`src/rtl/pcp_pkg.sv`:
```
package pcp_pkg;

  typedef enum logic [1:0] {
    ST_IDLE  = 2'd0,
    ST_DATA  = 2'd1,
    ST_CLOSE = 2'd2,
    ST_DROP  = 2'd3
  } pcp_state_e;

  // byte enables for one 16-bit half of a header word
  function automatic logic [3:0] half_be(input logic odd_slot);
    return odd_slot ? 4'b0011 : 4'b1100;
  endfunction

endpackage

```
`src/rtl/pcp_fit_check.sv`:
```
module pcp_fit_check #(
  parameter int CONT_WORDS = 1024,
  parameter int LEN_W      = 16,
  parameter int PTR_W      = 11
) (
  input  logic [PTR_W-1:0] wptr,
  input  logic [LEN_W-1:0] len,
  output logic             fits
);
  localparam int SUM_W = LEN_W + 2;

  logic [SUM_W-1:0] need_words;
  logic [SUM_W-1:0] end_ptr;

  always_comb begin
    need_words = (SUM_W'(len) + SUM_W'(3)) >> 2;
    end_ptr    = SUM_W'(wptr) + need_words;
    fits       = (end_ptr <= SUM_W'(CONT_WORDS));
  end

endmodule

```
`src/rtl/pcp_word_asm.sv`:
```
module pcp_word_asm #(
  parameter int WORD_W = 32
) (
  input  logic              clk,
  input  logic              rst,
  input  logic              take,
  input  logic              last_i,
  input  logic [7:0]        byte_i,
  output logic [WORD_W-1:0] word_o,
  output logic              emit_o
);
  localparam int LANES  = WORD_W / 8;
  localparam int LANE_W = $clog2(LANES);

  logic [LANE_W-1:0] lane;
  logic [WORD_W-1:0] acc;

  always_comb begin
    word_o = (lane == '0) ? '0 : acc;
    word_o[8*lane +: 8] = byte_i;
    emit_o = take && ((lane == LANE_W'(LANES - 1)) || last_i);
  end

  always_ff @(posedge clk) begin
    if (rst) begin
      lane <= '0;
      acc  <= '0;
    end else if (take) begin
      lane <= last_i ? '0 : lane + LANE_W'(1);
      acc  <= word_o;
    end
  end

endmodule

```
`src/rtl/pcp_flag_pair.sv`:
```
module pcp_flag_pair #(
  parameter int NCONT = 2
) (
  input  logic             clk,
  input  logic             rst,
  input  logic [NCONT-1:0] set_i,
  input  logic [NCONT-1:0] rel_i,
  output logic [NCONT-1:0] full_o
);

  for (genvar g = 0; g < NCONT; g++) begin : g_flag
    always_ff @(posedge clk) begin
      if (rst)           full_o[g] <= 1'b0;
      else if (set_i[g]) full_o[g] <= 1'b1;
      else if (rel_i[g]) full_o[g] <= 1'b0;
    end

    p_release_clears_r8: assert property (@(posedge clk) disable iff (rst)
      (full_o[g] && rel_i[g] && !set_i[g]) |=> !full_o[g]);
  end

endmodule

```
`src/rtl/pkt_container_packer.sv`:
```
module pkt_container_packer
  import pcp_pkg::*;
#(
  parameter int CONT_WORDS = 1024,
  parameter int MAX_PKTS   = 66,
  parameter int LEN_W      = 16
) (
  input  logic                               clk,
  input  logic                               rst,
  input  logic                               s_valid,
  output logic                               s_ready,
  input  logic                               s_first,
  input  logic                               s_last,
  input  logic [7:0]                         s_data,
  input  logic [LEN_W-1:0]                   s_len,
  input  logic [1:0]                         cont_release,
  output logic [1:0]                         cont_full,
  output logic                               drop_pulse,
  output logic                               mem_we,
  output logic [$clog2(CONT_WORDS):0]        mem_addr,
  output logic [3:0]                         mem_be,
  output logic [31:0]                        mem_wdata
);
  localparam int HDR_WORDS = 1 + MAX_PKTS / 2;
  localparam int IDX_W     = $clog2(CONT_WORDS);
  localparam int PTR_W     = $clog2(CONT_WORDS + 1);
  localparam int CNT_W     = $clog2(MAX_PKTS + 1);

  pcp_state_e        state;
  logic              cur;
  logic [PTR_W-1:0]  wptr;
  logic [CNT_W-1:0]  cnt;
  logic              fits;
  logic              beat;
  logic              take;
  logic [31:0]       asm_word;
  logic              asm_emit;
  logic [1:0]        close_set;

  assign s_ready   = (state == ST_DATA) || (state == ST_DROP);
  assign beat      = s_valid && s_ready;
  assign take      = beat && (state == ST_DATA);
  assign close_set = (state == ST_CLOSE) ? (cur ? 2'b10 : 2'b01) : 2'b00;

  pcp_fit_check #(
    .CONT_WORDS(CONT_WORDS), .LEN_W(LEN_W), .PTR_W(PTR_W)
  ) i_fit (
    .wptr(wptr), .len(s_len), .fits(fits)
  );

  pcp_word_asm #(.WORD_W(32)) i_asm (
    .clk(clk), .rst(rst), .take(take), .last_i(s_last),
    .byte_i(s_data), .word_o(asm_word), .emit_o(asm_emit)
  );

  pcp_flag_pair #(.NCONT(2)) i_flags (
    .clk(clk), .rst(rst), .set_i(close_set), .rel_i(cont_release),
    .full_o(cont_full)
  );

  always_ff @(posedge clk) begin
    if (rst) begin
      state      <= ST_IDLE;
      cur        <= 1'b0;
      wptr       <= PTR_W'(HDR_WORDS);
      cnt        <= '0;
      drop_pulse <= 1'b0;
      mem_we     <= 1'b0;
      mem_addr   <= '0;
      mem_be     <= '0;
      mem_wdata  <= '0;
    end else begin
      mem_we     <= 1'b0;
      drop_pulse <= 1'b0;
      case (state)
        ST_IDLE: begin
          if (s_valid && s_first) begin
            if (cont_full[cur]) begin
              drop_pulse <= 1'b1;
              state      <= ST_DROP;
            end else if (!fits) begin
              state <= ST_CLOSE;
            end else begin
              // length table entry is known at the first beat
              mem_we    <= 1'b1;
              mem_addr  <= {cur, IDX_W'(cnt >> 1) + IDX_W'(1)};
              mem_be    <= half_be(cnt[0]);
              mem_wdata <= {2{16'(s_len)}};
              state     <= ST_DATA;
            end
          end
        end
        ST_DATA: begin
          if (take) begin
            if (asm_emit) begin
              mem_we    <= 1'b1;
              mem_addr  <= {cur, wptr[IDX_W-1:0]};
              mem_be    <= 4'hF;
              mem_wdata <= asm_word;
              wptr      <= wptr + PTR_W'(1);
            end
            if (s_last) begin
              cnt   <= cnt + CNT_W'(1);
              state <= (cnt + CNT_W'(1) == CNT_W'(MAX_PKTS)) ? ST_CLOSE : ST_IDLE;
            end
          end
        end
        ST_CLOSE: begin
          mem_we    <= 1'b1;
          mem_addr  <= {cur, IDX_W'(0)};
          mem_be    <= 4'hF;
          mem_wdata <= {16'(wptr), 16'(cnt)};
          cur       <= ~cur;
          wptr      <= PTR_W'(HDR_WORDS);
          cnt       <= '0;
          state     <= ST_IDLE;
        end
        ST_DROP: begin
          if (beat && s_last) state <= ST_IDLE;
        end
        default: state <= ST_IDLE;
      endcase
    end
  end

  // assertions
  p_drop_single_r7: assert property (@(posedge clk) disable iff (rst)
    drop_pulse |=> !drop_pulse);

  p_drop_no_write_r7: assert property (@(posedge clk) disable iff (rst)
    (state == ST_DROP) |-> !mem_we);

  p_close_word0_c0_r6: assert property (@(posedge clk) disable iff (rst)
    $rose(cont_full[0]) |-> (mem_we && mem_addr == {1'b0, IDX_W'(0)} && mem_be == 4'hF));

  p_close_word0_c1_r6: assert property (@(posedge clk) disable iff (rst)
    $rose(cont_full[1]) |-> (mem_we && mem_addr == {1'b1, IDX_W'(0)} && mem_be == 4'hF));

  p_count_limit_r5: assert property (@(posedge clk) disable iff (rst)
    int'(cnt) <= MAX_PKTS);

  p_space_limit_r4: assert property (@(posedge clk) disable iff (rst)
    int'(wptr) <= CONT_WORDS);

  p_header_half_r1: assert property (@(posedge clk) disable iff (rst)
    (mem_we && mem_be != 4'hF) |->
      (int'(mem_addr[IDX_W-1:0]) >= 1 && int'(mem_addr[IDX_W-1:0]) < HDR_WORDS));

  p_data_region_r3: assert property (@(posedge clk) disable iff (rst)
    (mem_we && mem_be == 4'hF && mem_addr[IDX_W-1:0] != '0) |->
      int'(mem_addr[IDX_W-1:0]) >= HDR_WORDS);

endmodule

```
`config.mk`:
```
export PLATFORM = sky130hd
export DESIGN_NAME = pkt_container_packer
export DESIGN_NICKNAME = d
export VERILOG_FILES = /design/src/rtl/pcp_pkg.sv /design/src/rtl/pcp_fit_check.sv /design/src/rtl/pcp_word_asm.sv /design/src/rtl/pcp_flag_pair.sv /design/src/rtl/pkt_container_packer.sv
export SDC_FILE = /design/constraint.sdc
export NUM_CORES = 1
export LEC_CHECK = 0
export ABC_AREA = 1
export CORE_MARGIN = 10
export CORE_UTILIZATION = 65
export CTS_BUF_LIST = sky130_fd_sc_hd__clkbuf_8
export DETAILED_ROUTE_END_ITERATION = 16
export DONT_BUFFER_PORTS = 1
export GPL_ROUTABILITY_DRIVEN = 0
export PLACE_DENSITY_LB_ADDON = 0.1
export SLEW_MARGIN = 0
export SYNTH_ARGS = -nofsm -noshare
export SYNTH_HDL_FRONTEND = slang
export SYNTH_SLANG_ARGS = --single-unit
```
`constraint.sdc`:
```
create_clock -name clk -period 8.1 [get_ports clk]
set_input_delay 0.81 -clock clk [delete_from_list [all_inputs] [get_ports clk]]
set_output_delay 0.81 -clock clk [all_outputs]
set_load 0.01 [all_outputs]
```
==> run_results.csv, run 1 <==
group,metric,value,unit
detailed_routing,vias_per_cell,6.08,
global_route,busiest_layer,"met2",
global_route,grt_pass1_vias,5951,
power_and_ir_drop,p_comb_share,31.9,%
cells_and_area,multi_input_area,3710,um2
floorplan,start_util,67.3,%
sta,fin_crit_sh,51.6,%
detailed_routing,routed_wirelength,18.9,mm
sta,hold_violations,0,
critical_path,crit_arrival,4.45,ns
critical_path,r2r_start,"wptr[0]",
critical_path,critical_path.max_fanout,90,
outcome,outcome,"complete, no violations",
floorplan,die_area,14600,um2
global_route,met3_usage,7.68,%
power_and_ir_drop,leakagePower,3.05,nW
cts,cts-root-buf,"clkbuf_8",
synth,yosysTopAreaCell,"dfxtp_1",
detailed_routing,antenna_left,0,
sta,setup_slack,3.92,ns
sta,setup_viol,0,
sta,final-max-slew-violation-count,0,
floorplan,die_w,121,um
synth,ys.warnings.count,0,
detailed_routing,drt_first_pass_iters,6,
sta,relSlewSlack,34.0,%
global_route,track_usage,25.2,%
sta,final.min_clock_period,4.18,ns
floorplan,fp-row-count,36,
sta,fin_setup_tns,0,ns
worst_hold_path,worstHoldPathType,"in2reg",
critical_path,critPathRequiredTime,8.37,ns
synth,synth-edff-count,0,
cts,ctsResizeCount,0,
synth,synth_area_leaders,"dfxtp_1, nand2_1, a21oi_1",
cells_and_area,layout.cells.non_filler,1092,
detailed_routing,routedWlPerCell,17.3,um
synth,ys_types,46,
critical_path,cp_cell_sequence,"nand2_1 > nor3_1 > inv_1 > nor2_1 > inv_1 > nor2_1 > nand2_1 > xor2_1 > inv_1 > ha_1 > a21oi_1 > a21boi_0 > nand3_1 > xor2_1 > nand2_1 > nor2_1 > nand3_2 > nand2_4 > nand3_1 > nand2_1 > nor2_1",
synth,synth_top_area_share,31.5,%
global_route,grt_overflow,0,
critical_path,crit_start,"s_len[2]",
global_route,grt_pass1_wl,30.1,mm
critical_path,cpPeakStageDelay,0.65,ns
power_and_ir_drop,p_sw,0.000587,W
sta,tightest_slew,0.989,ns
detailed_routing,vias,6642,
cts,cts_hold_buf,0,
cells_and_area,register_area,2080,um2
place,dpl.cell_count,1076,
floorplan,coreArea,9820,um2
cells_and_area,antennaDiodeCount,0,
critical_path,cp_num_buf_inv,3,
synth,avgSynthCellArea,6.61,um2
cts,clk_path_buf_depth,2,
critical_path,critPathSlowestCell,"nand2_4",
critical_path,crit_family,"simple AND/OR/NAND/NOR gates",
critical_path,critPathLaunchType,"input pin",
cells_and_area,drive_gt1_share,4.28,%
synth,yosysSeqAreaShare,31.5,%
worst_hold_path,hold_start,"rst",
detailed_routing,drc,0,
power_and_ir_drop,p_clk_share,21.6,%
place,pre_cts_ws,3.62,ns
power_and_ir_drop,share_seq_of_total_power,46.5,%
cts,cts.clk_slew.worst_paths,0.10,ns
synth,yosys-top-cells-count,"nand2_1, inv_1, a21oi_1",
place,dp_hpwl,14.1,mm
power_and_ir_drop,vdd_drop_max,0.168,mV
sta,rsz0062_at_grt,"false",
cts,postCtsSetupBuffers,0,
cts,cts.sinks,104,
synth,async_reset_ff_share,0,%
run,drv_cap,0,
cts,cts_tree,"built",
global_route,grt_use_met1,31.8,%
critical_path,endpoint_kind,"register",
detailed_routing,drtIter0Drc,696,
sta,fin_hold_ws,0.491,ns
synth,synth_top_flop_cell,"dfxtp_1",
sta,max_freq,239,MHz
power_and_ir_drop,p_int,0.000832,W
global_route,grt_max_degree,91,
synth,syn_area,6600,um2
global_route,use_met2,38.6,%
floorplan,die_h,121,um
power_and_ir_drop,power_density,212,nW/um2
sta,final.setup_skew,0.00923,ns
power_and_ir_drop,p_sw_share,41.4,%
synth,synth_seq_cells,104,
critical_path,path_class,"in2reg",
cts,insertion_delay,0.38,ns
synth,synth_cells,999,
synth,syn_nets,1058,
cts,htreeDepth,3,
cells_and_area,nets,1013,
floorplan,ios,83,
global_route,antenna_found_initial,0,
synth,synth.most_common_cell,"nand2_1",
place,port-buffer-count,0,
cts,cts_buffers,9,
cells_and_area,fillers,898,
cells_and_area,synthToLayoutAreaGrowth,1.21,%
-- flip-flops by register name (all words and copies together), names as in the netlist --
name	flops
drop_pulse	1
i_asm.acc	32
state	2
mem_wdata	32
mem_we	1
cnt	7
i_flags.full_o	2
wptr	11
i_asm.lane	2
cur	1
mem_be	2
mem_addr	11
-- per-stage QoR --
step	power [W]	cell area (um2)	util, %
5_1_grt	0.00151	6680	68.1
2_1_floorplan	0.00103	6600	-
3_3_place_gp	0.00110	6500	66.2
3_5_place_dp	0.00111	6500	66.2
4_1_cts	0.00141	6680	68.1
6_report	0.00142	6680	68.1
-- worst reg2reg max path, cell delays in order, from the launching register on --
cell     delay [ns]
dfxtp_1        0.55
ha_1           0.28
inv_1          0.07
fa_1           0.42
inv_1          0.11
nand2_1        0.06
nand2_1        0.13
nand3_1        0.12
nand2_1        0.08
nand2_1        0.05
nand2_1        0.06
nand3_1        0.10
nor2_1         0.11
nand3_1        0.07
nand2_1        0.07
nand3_2        0.15
nand2_4        0.65
nand3_1        0.22
nand2_1        0.12
nor2_1         0.07
-- kinds of logic after synthesis --
| kind of cell | after synthesis | share of synthesized area [%] |
|---|---|---|
| adder cells (fa/ha/maj) | 28 | 5.42 |
| AND/OR/NAND/NOR | 416 | 28.0 |
| flip-flops | 104 | 31.5 |
| multiplexers | 1 | 0.152 |
| XOR/XNOR | 15 | 1.99 |
| buffers and inverters | 198 | 12.2 |
| AO/OA/AOI/OAI | 237 | 20.7 |
-- final timing paths --
check                 endpoint  slack, ns  depth (start not counted)
max              mem_wdata[12]       3.92                         21
min                   state[0]       0.49                          1
max reg2reg      mem_wdata[12]       4.52                         19
min reg2reg  i_flags.full_o[1]       0.53                          2
-- power groups by stage --
| stage | combinational [W] | clock [W] | sequential [W] |
|---|---|---|---|
| floorplan | 0.000380 | 0 | 0.000648 |
| global placement | 0.000427 | 0 | 0.000671 |
| detailed placement | 0.000442 | 0 | 0.000673 |
| CTS | 0.000442 | 0.000309 | 0.000661 |
| global route | 0.000509 | 0.000330 | 0.000669 |
| finish | 0.000452 | 0.000307 | 0.000660 |
-- cells in the final DEF (no fill, tap or decap), types with 7 or more instances in the layout --
cell type  count
o31ai_1        8
nand2_1      186
xor2_1        12
o32ai_1       15
o21ai_0       56
ha_1          27
nor2_1       103
nand2_2        7
nand3_1       70
a21oi_1      120
a221oi_1      13
dfxtp_1      104
nor3_1         9
clkbuf_8       9
nand3b_1      17
inv_1        136
-- area by class of cell --
| class | count | share of cell area (%) |
|---|---|---|
| tap | 133 | 2.49 |
| clock inverter | 7 | 0.842 |
| multi-input combinational | 697 | 55.6 |
| timing repair buffer | 2 | 0.225 |
| inverter | 140 | 7.86 |
| clock buffer | 9 | 1.85 |
| sequential | 104 | 31.1 |
-- routing by layer --
layer	up-vias	routed length [um]
met1	2998	7670
li1	3214	-
met2	360	8200
met4	0	848
met3	70	2130
met5	-	0
(Power assumes the default switching activity.)
==> run 2, diff against run 1 <==
Clock period 8.1 ns to 4.2 ns, I/O delays scaled along.
==> run_results.csv, run 2 (synthesis gave the netlist of run 1 again) <==
group,metric,value,unit
outcome,outcome,"complete, no violations",
power_and_ir_drop,power,0.00285,W
detailed_routing,routed_wirelength,19.0,mm
global_route,grt_overflow,0,
cts,postCtsSetupBuffers,0,
critical_path,path_class,"in2reg",
cts,cts.clk_slew.worst_paths,0.11,ns
critical_path,crit_start,"s_len[2]",
place,dp_hpwl,14.2,mm
cells_and_area,register_area,2080,um2
cts,clk_path_buf_depth,2,
critical_path,cpPeakStageDelay,0.35,ns
detailed_routing,vias_per_cell,6.03,
detailed_routing,routedWlPerCell,17.3,um
critical_path,critPathSlowestCell,"ha_1",
floorplan,die_area,14600,um2
detailed_routing,vias,6619,
floorplan,die_h,121,um
worst_hold_path,hold_start,"rst",
power_and_ir_drop,leakagePower,3.09,nW
floorplan,ios,83,
critical_path,cp_num_buf_inv,4,
cts,cts_hold_buf,0,
critical_path,cp_cell_sequence,"nand2_1 > nor3_1 > inv_1 > nor2_1 > inv_1 > nor2_1 > nand2_1 > xor2_1 > inv_1 > ha_1 > a21oi_1 > a21boi_0 > nand3_1 > xor2_1 > nand2_1 > nor2_1 > nand3_2 > nand2_4 > buf_4 > nand3_1 > nand2_1 > nor2_1",
cts,cts_buffers,9,
cells_and_area,synthToLayoutAreaGrowth,2.61,%
floorplan,die_w,121,um
critical_path,critPathLaunchType,"input pin",
cts,insertion_delay,0.39,ns
floorplan,fp-row-count,36,
global_route,grt_pass1_wl,30.2,mm
detailed_routing,drt_first_pass_iters,5,
global_route,antenna_found_initial,0,
sta,fin_crit_sh,83.9,%
sta,max_freq,284,MHz
critical_path,crit_arrival,3.81,ns
cts,cts-root-buf,"clkbuf_8",
sta,final.setup_skew,0.0129,ns
global_route,grt_max_degree,90,
cells_and_area,largest_registers,"i_asm.acc x32, mem_wdata x32",
critical_path,critical_path.max_fanout,21,
floorplan,start_util,67.3,%
floorplan,coreArea,9820,um2
cts,htreeDepth,3,
worst_hold_path,worstHoldPathType,"in2reg",
cells_and_area,nets,1018,
sta,final.min_clock_period,3.52,ns
sta,fin_setup_tns,0,ns
place,port-buffer-count,0,
global_route,grt_pass1_vias,6032,
critical_path,critPathRequiredTime,4.48,ns
critical_path,crit_family,"simple AND/OR/NAND/NOR gates",
detailed_routing,antenna_left,0,
cells_and_area,final_common_cell,"nand2_1",
power_and_ir_drop,vdd_drop_max,0.246,mV
sta,rsz0062_at_grt,"false",
detailed_routing,drtIter0Drc,800,
cells_and_area,antennaDiodeCount,0,
sta,tightest_slew,0.944,ns
cells_and_area,multi_input_area,3710,um2
cts,cts.sinks,104,
global_route,track_usage,25.3,%
run,drv_cap,0,
cells_and_area,drive_gt1_share,4.77,%
sta,final-max-slew-violation-count,0,
critical_path,ff2ff_setup_slack,0.91,ns
critical_path,endpoint_kind,"register",
sta,setup_viol,0,
sta,relSlewSlack,37.0,%
detailed_routing,drc,0,
cells_and_area,fillers,917,
cts,cts_tree,"built",
critical_path,r2r_start,"wptr[0]",
cts,ctsResizeCount,0,
power_and_ir_drop,power_density,420,nW/um2
sta,hold_violations,0,
cells_and_area,final_cell_mix,"nand2_1, inv_1, a21oi_1",
## run 2: cell count changes in the layout (fill, tap and decap cells not counted), sizes merged
cell      change
bufinv        +1
clkbuf        +1
clkinvlp      +1
clkinv        -4
buf           +5
inv           +1
## run 2: final cells by class
type | instances | share of cell area (%)
Sequential cell | 104 | 30.7
Clock inverter | 6 | 1.07
Tap cell | 133 | 2.46
Inverter | 140 | 7.75
Timing Repair Buffer | 7 | 1.14
Clock buffer | 10 | 2.03
Multi-Input combinational cell | 697 | 54.8
## run 2: final timing paths
check,to,cells past startpoint
setup / recovery,mem_wdata[1],22
hold / removal,cnt[6],1
setup reg to reg,mem_wdata[1],20
hold reg to reg,i_flags.full_o[1],2
## run 2: worst reg2reg max path, delay by kind of cell (launching register included)
family	cells	cell delay, ns
buffers and inverters	3	0.48
and+or+nand+nor	15	1.51
DFF	1	0.55
adders and majority gates	2	0.66
## run 2: layer usage
metal,global-route usage [%],part of all wire (%),up-vias
met2,40.2,45,354
li1,-,-,3219
met1,31.9,40,2996
met3,6.70,11,50
met5,0,0,-
met4,10.6,3.2,0
## run 2: power breakdown
group          switching, W  internal, W
logic              0.000616     0.000292
clock network      0.000367     0.000299
registers          0.000156      0.00112
total               0.00114      0.00171
## run 2: through the flow
step / cells / utilization, % / area [um2] / hold WS, ns / setup WS [ns]
finish: 1097 / 69.0 / 6780 / 0.108 / 0.677
global route: 1097 / 69.0 / 6780 / 0.0861 / 0.388
CTS: 1097 / 69.0 / 6780 / 0.0905 / 0.750
detailed placement: 1081 / 66.9 / 6570 / 0.503 / 0.358
global placement: 1081 / 66.9 / 6570 / 0.504 / 0.578
floorplan: 999 / - / 6600 / 0.470 / 1.08
==> run 3, diff against run 2 <==
Settings changed: ABC_AREA 1 to 0.
Clock period 4.2 ns to 3.29 ns, I/O delays scaled along.
==> run_results.csv, run 3 <==
group,metric,value,unit
outcome,outcome,"complete, no violations",
cts,htreeDepth,3,
critical_path,critPathLaunchType,"register",
global_route,grt_overflow,0,
critical_path,cpPeakStageDelay,0.40,ns
sta,final.min_clock_period,3.16,ns
synth,yosysSeqAreaShare,31.7,%
sta,fin_setup_tns,0,ns
detailed_routing,drt_first_pass_iters,5,
sta,max_freq,317,MHz
cells_and_area,antennaDiodeCount,0,
detailed_routing,routedWlPerCell,22.0,um
floorplan,coreArea,9820,um2
global_route,grt_pass1_vias,5904,
cells_and_area,nets,825,
critical_path,cpMostUsedCell,"a211oi_2",
critical_path,cp_cell_sequence,"ha_1 > inv_1 > fa_2 > nand2b_1 > a21oi_2 > o211ai_1 > a211oi_2 > a2111oi_1 > a311o_2 > and3_4 > buf_12 > nor3_4 > a211oi_2",
detailed_routing,vias,6131,
detailed_routing,drc,0,
critical_path,path_class,"reg2reg",
sta,hold_violations,0,
synth,syn_nets,825,
cells_and_area,register_area,2080,um2
cts,cts-root-buf,"clkbuf_8",
global_route,grt_pass1_wl,31.4,mm
synth,synth_top_flop_cell,"dfxtp_1",
critical_path,critPathSlowestCell,"a311o_2",
synth,avgSynthCellArea,8.57,um2
global_route,grt_max_degree,43,
run,drv_cap,0,
sta,fin_crit_sh,95.9,%
synth,ys.warnings.count,0,
cells_and_area,fillers,795,
cts,cts_tree,"built",
synth,synth.most_common_cell,"dfxtp_1",
critical_path,critPathRequiredTime,3.53,ns
critical_path,crit_arrival,3.39,ns
floorplan,ios,83,
synth,yosysTopAreaCell,"dfxtp_1",
power_and_ir_drop,power_density,479,nW/um2
cells_and_area,largest_registers,"i_asm.acc x32, mem_wdata x32",
place,dp_hpwl,14.2,mm
critical_path,critical_path.max_fanout,28,
detailed_routing,drtIter0Drc,745,
cts,cts.clk_slew.worst_paths,0.10,ns
cells_and_area,final_cell_mix,"dfxtp_1, a21oi_1, nand2_1",
floorplan,die_area,14500,um2
worst_hold_path,worstHoldPathType,"in2reg",
cells_and_area,drive_gt1_share,22.0,%
detailed_routing,vias_per_cell,6.78,
floorplan,die_h,121,um
global_route,antenna_found_initial,0,
synth,synth_area_leaders,"dfxtp_1, a211oi_2, a21oi_1",
cts,clk_path_buf_depth,2,
cts,insertion_delay,0.39,ns
power_and_ir_drop,vdd_drop_max,0.407,mV
detailed_routing,antenna_left,0,
sta,relSlewSlack,18.1,%
floorplan,fp-row-count,36,
synth,synth_seq_cells,104,
sta,tightest_slew,1.22,ns
synth,yosys-top-cells-count,"dfxtp_1, a21oi_1, nand2_1",
cts,cts_buffers,9,
cells_and_area,fin_area,7210,um2
synth,synth-edff-count,0,
synth,async_reset_ff_share,0,%
detailed_routing,routed_wirelength,19.9,mm
critical_path,endpoint_kind,"register",
place,port-buffer-count,0,
synth,synth_cells,766,
power_and_ir_drop,leakagePower,2.56,nW
cts,cts.sinks,104,
sta,final.setup_skew,0.0145,ns
cells_and_area,final_common_cell,"dfxtp_1",
sta,final-max-slew-violation-count,0,
synth,ys_types,66,
synth,synth_top_area_share,31.7,%
cells_and_area,multi_input_area,4240,um2
synth,syn_area,6570,um2
place,postPlaceCellArea,6840,um2
floorplan,die_w,121,um
cells_and_area,synthToLayoutAreaGrowth,9.87,%
floorplan,start_util,66.9,%
sta,fin_hold_ws,0.0561,ns
sta,setup_viol,0,
global_route,track_usage,26.8,%
run 3: worst max-delay path, delay by kind of cell (launching register included):
kind / cells / cell delay (ns)
simple gates: 3 / 0.60
fa+ha+maj: 2 / 0.54
compound gates: 6 / 1.24
flops: 1 / 0.35
buf+inv: 2 / 0.26
run 3: area by class of cell:
type,count,area share (%)
Tap cell,133,2.31
Sequential cell,104,28.9
Clock inverter,7,1.65
Inverter,14,0.728
Multi-Input combinational cell,590,58.8
Timing Repair Buffer,47,5.97
Clock buffer,9,1.72
run 3: layer usage:
metal / GRT usage, % / wire length [um] / up-vias
li1: - / - / 2808
met1: 32.3 / 7530 / 2951
met2: 44.6 / 9630 / 326
met3: 8.00 / 2170 / 46
met4: 9.28 / 532 / 0
met5: 0 / 0 / -
run 3: worst paths after layout:
path / start / endpoint / slack (ns) / cells after the start
max: wptr[0] / mem_wdata[22] / 0.13 / 13
min: rst / mem_addr[8] / 0.06 / 1
max reg2reg: wptr[0] / mem_wdata[22] / 0.13 / 13
min reg2reg: i_asm.acc[18] / i_asm.acc[18] / 0.46 / 2
run 3: per-stage QoR:
step           setup WS (ns)  util [%]  instances  power (W)
3_5_place_dp          -0.314      69.7        884    0.00243
6_report               0.134      73.5        904    0.00346
3_3_place_gp          -0.214      69.7        884    0.00240
5_1_grt              -0.0277      73.5        904    0.00359
2_1_floorplan       -0.00314         -        766    0.00223
4_1_cts               0.0259      72.7        903    0.00343
run 3: report_power, final:
part	internal [W]	switching (W)
logic	0.000392	0.000528
registers	0.00137	0.000177
clock network	0.000507	0.000480
run 3: kinds of logic (layout without fill, tap and decap cells):
| family | count (synthesis) | in the layout | synth area share [%] |
|---|---|---|---|
| flops | 104 | 104 | 31.7 |
| compound gates | 235 | 235 | 27.2 |
| buf+inv | 72 | 77 | 6.06 |
| fa+ha+maj | 28 | 28 | 5.45 |
| simple gates | 298 | 298 | 25.6 |
| xor+xnor | 27 | 27 | 3.60 |
| mux | 2 | 2 | 0.343 |
run 3: repair_timing:
item	4_1_cts	5_1_grt
gates resized for setup	1	15
hold endpoints to repair	42	0
pin swaps	0	3
buffers inserted	0	1
setup endpoints to repair	30	46
hold buffers	3	0
